--- src/rtl/tick_pkg.sv ---
package tick_pkg;
  typedef enum logic [1:0] {
    KIND_TICK   = 2'd0,
    KIND_STICK  = 2'd1,
    KIND_HSTICK = 2'd2
  } inst_kind_e;

  localparam int unsigned TICK_W = 64;
endpackage

--- src/rtl/tick_counter.sv ---
module tick_counter #(
  parameter int unsigned CW = 63
) (
  input  logic          clk_i,
  input  logic          rst_ni,
  input  logic          tick_en_i,
  input  logic          load_i,
  input  logic [CW-1:0] load_val_i,
  output logic [CW-1:0] cnt_o,
  output logic [CW-1:0] cnt_nxt_o
);
  localparam logic [CW-1:0] ONE = {{(CW-1){1'b0}}, 1'b1};

  logic [CW-1:0] cnt_q;

  always_comb begin
    if (load_i)         cnt_nxt_o = load_val_i;
    else if (tick_en_i) cnt_nxt_o = cnt_q + ONE;
    else                cnt_nxt_o = cnt_q;
  end

  always_ff @(posedge clk_i or negedge rst_ni) begin
    if (!rst_ni) cnt_q <= '0;
    else         cnt_q <= cnt_nxt_o;
  end

  assign cnt_o = cnt_q;
endmodule

--- src/rtl/tick_compare.sv ---
module tick_compare #(
  parameter int unsigned CW = 63
) (
  input  logic          clk_i,
  input  logic          rst_ni,
  input  logic          tick_en_i,
  input  logic          cnt_we_i,
  input  logic          cmp_we_i,
  input  logic [CW:0]   wdata_i,
  input  logic [CW-1:0] cnt_i,
  input  logic [CW-1:0] cnt_nxt_i,
  output logic          hit_o
);
  localparam logic [CW-1:0] ONE = {{(CW-1){1'b0}}, 1'b1};

  logic [CW-1:0] cmp_q;
  logic          armed_q, late_q, hit_q;
  logic          fire;
  logic [CW-1:0] cnt_inc;

  assign cnt_inc = cnt_i + ONE;
  // match only on a clean tick edge; a late arming fires on the first such edge
  assign fire = armed_q && tick_en_i && !cnt_we_i && !cmp_we_i &&
                (late_q || (cnt_inc == cmp_q));

  always_ff @(posedge clk_i or negedge rst_ni) begin
    if (!rst_ni) begin
      cmp_q   <= '0;
      armed_q <= 1'b0;
      late_q  <= 1'b0;
      hit_q   <= 1'b0;
    end else begin
      hit_q <= fire;
      if (cmp_we_i) begin
        cmp_q   <= wdata_i[CW-1:0];
        armed_q <= (wdata_i[CW-1:0] != '0) && !wdata_i[CW];
        late_q  <= (wdata_i[CW-1:0] <= cnt_nxt_i);
      end else if (cnt_we_i && wdata_i[CW]) begin
        armed_q <= 1'b0;
      end else if (fire) begin
        armed_q <= 1'b0;
        late_q  <= 1'b0;
      end
    end
  end

  assign hit_o = hit_q;
endmodule

--- src/rtl/tick_route.sv ---
module tick_route
  import tick_pkg::*;
#(
  parameter inst_kind_e KIND = KIND_TICK
) (
  input  logic hit_i,
  output logic tick_hit_o,
  output logic stick_hit_o,
  output logic wake_o
);
  generate
    if (KIND == KIND_TICK) begin : g_main
      assign tick_hit_o  = hit_i;
      assign stick_hit_o = 1'b0;
    end else begin : g_sys
      assign tick_hit_o  = 1'b0;
      assign stick_hit_o = hit_i;
    end
  endgenerate

  assign wake_o = hit_i;
endmodule

--- src/rtl/tick_timer.sv ---
module tick_timer
  import tick_pkg::*;
#(
  parameter int unsigned W    = TICK_W,
  parameter inst_kind_e  KIND = KIND_TICK
) (
  input  logic         clk_i,
  input  logic         rst_ni,
  input  logic         tick_en_i,
  input  logic         cnt_we_i,
  input  logic         cmp_we_i,
  input  logic [W-1:0] wdata_i,
  output logic [W-1:0] cnt_rdata_o,
  output logic         ctrl_flag_o,
  output logic         tick_hit_o,
  output logic         stick_hit_o,
  output logic         wake_o
);
  localparam int unsigned CW = W - 1;

  logic [CW-1:0] cnt, cnt_nxt;
  logic          flag_q;
  logic          hit;

  // bit W-1 is a control flag; either write updates it from the shared bus
  always_ff @(posedge clk_i or negedge rst_ni) begin
    if (!rst_ni)                   flag_q <= 1'b1;
    else if (cnt_we_i || cmp_we_i) flag_q <= wdata_i[CW];
  end

  tick_counter #(.CW(CW)) i_counter (
    .clk_i      (clk_i),
    .rst_ni     (rst_ni),
    .tick_en_i  (tick_en_i),
    .load_i     (cnt_we_i),
    .load_val_i (wdata_i[CW-1:0]),
    .cnt_o      (cnt),
    .cnt_nxt_o  (cnt_nxt)
  );

  tick_compare #(.CW(CW)) i_compare (
    .clk_i     (clk_i),
    .rst_ni    (rst_ni),
    .tick_en_i (tick_en_i),
    .cnt_we_i  (cnt_we_i),
    .cmp_we_i  (cmp_we_i),
    .wdata_i   (wdata_i),
    .cnt_i     (cnt),
    .cnt_nxt_i (cnt_nxt),
    .hit_o     (hit)
  );

  tick_route #(.KIND(KIND)) i_route (
    .hit_i       (hit),
    .tick_hit_o  (tick_hit_o),
    .stick_hit_o (stick_hit_o),
    .wake_o      (wake_o)
  );

  assign cnt_rdata_o = {flag_q, cnt};
  assign ctrl_flag_o = flag_q;
endmodule

--- config.mk ---
export PLATFORM = sky130hd
export DESIGN_NAME = tick_timer
export DESIGN_NICKNAME = d
export VERILOG_FILES = /design/src/rtl/tick_pkg.sv /design/src/rtl/tick_counter.sv /design/src/rtl/tick_compare.sv /design/src/rtl/tick_route.sv /design/src/rtl/tick_timer.sv
export SDC_FILE = /design/constraint.sdc
export NUM_CORES = 1
export LEC_CHECK = 0
export CAP_MARGIN = 30
export CELL_PAD_IN_SITES_DETAIL_PLACEMENT = 1
export CELL_PAD_IN_SITES_GLOBAL_PLACEMENT = 1
export CORE_UTILIZATION = 39
export DETAILED_ROUTE_END_ITERATION = 7
export PLACE_DENSITY_LB_ADDON = 0.15
export SLEW_MARGIN = 20
export SYNTH_ARGS = -nofsm -noshare
export SYNTH_HDL_FRONTEND = slang
export SYNTH_HIERARCHICAL = 1
export SYNTH_SLANG_ARGS = --single-unit
export TNS_END_PERCENT = 10
--- constraint.sdc ---
create_clock -name clk_i -period 3.6 [get_ports clk_i]
set_input_delay 0.36 -clock clk_i [delete_from_list [all_inputs] [get_ports clk_i]]
set_output_delay 0.36 -clock clk_i [all_outputs]
set_load 0.02 [all_outputs]
==> impl_metrics.json <==
{
  "grt_max_degree": 72,
  "wl_met1_um": 18780,
  "setup_violations": 1,
  "io_pins": 137,
  "ys_seq_area_share_pct": 30.76,
  "syn-num-nets": 1317,
  "layout_commonest_cell": "buf_4",
  "grtUsageTotal_pct": 32.09,
  "die-area_um2": 27790,
  "insertedDiodeCount": 0,
  "dr.max_layer_used": "met4",
  "die_x_um": 166.7,
  "cts_root_buffer": "clkbuf_16",
  "async_flop_share_pct": 100.0,
  "critPathCaptureType": "flip-flop",
  "place_inst": 1807,
  "synth_ff_type": "dfrtp_1",
  "cp_data_arrival_time_ns": 4.05,
  "start_kind": "flip-flop",
  "required_ns": 3.92,
  "route.met2.wl_um": 21880,
  "synth_edf_count": 0,
  "drt_iter0_drc": 898,
  "drive_gt1_share_pct": 29.14,
  "route.detailed.drc": 0,
  "synth.distinct_cells": 80,
  "relSlewSlack_pct": 54.89,
  "hold_start": "cnt_we_i",
  "violations": "negative setup slack",
  "nets": 1672,
  "yosysWarnings": 6,
  "wl_met3_um": 2406,
  "yosysTopAreaCell": "dfrtp_1",
  "gp_congestion": 0.9387,
  "synth_compound_area_share_pct": 10.96,
  "cts-htree-levels": 4,
  "fillCellCount": 3027,
  "clock_skew_ns": 0.01113,
  "tns_ns": -0.1332,
  "worst_slew_pin_slew_ns": 0.6705,
  "syn_inst": 1183,
  "viasPerCell": 5.998,
  "crit_path_max_fanout": 7,
  "die_y_um": 166.7,
  "max_freq_mhz": 267.9,
  "fin_crit_ns": 3.733,
  "yosys.area_share.simple_pct": 27.12,
  "maxCapViolCount": 0,
  "synth_top_area_share_pct": 30.51,
  "synth_area_um2": 10580,
  "status": "complete, but fails checks",
  "finalCritPeriodShare_pct": 103.7,
  "firstDrtPassIters": 5,
  "overflow": 0,
  "path_class": "flip-flop to flip-flop",
  "hold_viol_final": 0,
  "wl_per_cell_um": 24.01,
  "design.core.area_um2": 26350,
  "synth_xor_xnor_area_share_pct": 10.02,
  "routed_wl_um": 45280,
  "clk_pin_slew_ns": 0.07,
  "syn2layout_area_growth_pct": 43.67,
  "rsz0062_at_grt": "true",
  "synth_area_leaders": "dfrtp_1 (31%), ha_1 (7.7%), mux2_2 (6.9%)",
  "ant_nets": 0,
  "place_hpwl_um": 33320,
  "cts_tree": "yes",
  "place_ws_ns": -0.9375,
  "ys_ff_latch": 130,
  "insertion_delay_ns": 0.43,
  "timing.rr.start": "i_counter/cnt_o[30]",
  "antenna_found_initial": 1,
  "hold_path_class": "primary input to flip-flop",
  "synth_fa_ha_area_share_pct": 7.687,
  "grt_pass1_vias": 11540,
  "crit_start": "i_counter/cnt_o[30]",
  "io_buffers": 135,
  "yosys-mux-area-fraction_pct": 8.657,
  "layoutNonFillerInstCount": 1886,
  "setup_ws_ns": -0.1332,
  "leakagePower_nw": 6.431,
  "cts_buffer_depth": 2,
  "ir_worst_vdd_mv": 0.2909,
  "layout_common_cells": "buf_4 (221), clkdlybuf4s50_1 (131), dfrtp_1 (109), nand2_1 (93), inv_1 (78)",
  "grt_pass1_wl_um": 68170,
  "synth_top_family_by_area": "simple AND/OR/NAND/NOR gates",
  "cts_buffers": 17,
  "fp-row-count": 59,
  "slew_violations": 0,
  "vias": 11310,
  "initial_utilization_pct": 40.15,
  "syn_avg_cell_area_um2": 8.943,
  "power_density_nw_per_um2": 364.1,
  "cts.sinks": 130
}
==> metrics by stage <==
stage               area, µm²  hold slack (ns)  total power [mW]  util [%]
finish                  15200           0.2840             5.534     57.68
global route            15200           0.3055             5.763     57.68
CTS                     14710           0.2750             5.443     55.80
detailed placement      13660           0.3894             3.491     51.83
global placement        13660           0.4021             3.446     51.83
floorplan               10610          0.06441             2.641         -
==> worst paths after layout <==
path                                            end  slack (ns)  depth (start not counted)
worst min register to register  i_compare/cmp_q[34]        0.53                          1
max in group asynchronous       i_compare/cmp_q[50]        2.27                          3
min in group asynchronous       i_counter/cnt_o[36]        0.47                          2
worst max-delay path               i_compare/late_q       -0.13                         15
worst max register to register     i_compare/late_q       -0.13                         15
worst min-delay path             i_counter/cnt_o[1]        0.28                          2
==> sequential cells by signal, indices dropped and copies added (netlist names) <==
name / cells
i_compare/hit_o: 1
i_compare/cmp_q: 63
i_compare/armed_q: 1
ctrl_flag_o: 1
i_compare/late_q: 1
i_counter/cnt_o: 63
==> area by class of cell <==
cell class / count / area, µm² / share of cell area (%)
clock inverter: 15 / 185.2 / 1.218
clock buffer: 17 / 425.4 / 2.799
tap: 335 / 419.2 / 2.757
sequential: 130 / 3279 / 21.57
multi-input combinational: 932 / 7316 / 48.13
timing repair buffer: 375 / 3268 / 21.50
inverter: 82 / 307.8 / 2.025
==> worst max-delay path, cell delays in order, from the launching register on <==
cell      delay [ns]
dfrtp_1         0.39
nand4_4         0.14
nor4_2          0.27
buf_4           0.18
nand4b_1        0.22
buf_6           0.22
or3_1           0.33
a31oi_1         0.25
inv_1           0.10
ha_1            0.31
nand4_1         0.18
nor4_4          0.44
o21ai_1         0.12
a21o_1          0.21
a31oi_1         0.14
a22oi_1         0.10
==> timing repair <==
item,4_1_cts,5_1_grt
hold buffers,1,0
gates resized for setup,50,72
cloned,0,0
pin swaps,30,39
setup endpoints to repair,1,2
endpoints found under the hold margin,56,0
buffers inserted,28,18
==> Yosys cell counts (20+ instances only) <==
cell	instances
a21oi_1	26
nand2_1	94
ha_1	65
mux2_2	65
nand3_1	48
and3_1	21
nor3_1	32
dfrtp_1	129
xnor2_1	77
xor2_1	44
clkbuf_1	21
nor2b_1	20
nor2_1	56
nand4_1	74
o21ai_0	64
nor4_1	41
inv_1	81
==> logic make-up (layout without fill, tap and decap cells) <==
| kind of cell | count (synthesis) | in the layout |
|---|---|---|
| buffers and inverters | 121 | 489 |
| and+or+nand+nor | 481 | 481 |
| muxes | 82 | 82 |
| adders and majority gates | 65 | 65 |
| AOI/OAI and AO/OA | 182 | 182 |
| xor gates and xnor gates | 121 | 121 |
| DFF | 130 | 130 |
| other | 1 | 1 |
==> layer usage <==
metal,GRT usage (%),up-vias
met1,39.96,5694
met5,0,-
met2,53.73,429
met3,5.109,115
met4,16.34,0
li1,-,5074
==> where the power goes <==
part / total (mW) / switching, mW / internal (mW) / leakage [nW]
Combinational: 1.90 / 1.02 / 0.880 / 4.62
Clock: 1.88 / 0.778 / 1.10 / 0.299
Sequential: 1.76 / 0.150 / 1.61 / 1.51
Total: 5.53 / 1.95 / 3.59 / 6.43
Power figures use the tool's default switching activity.
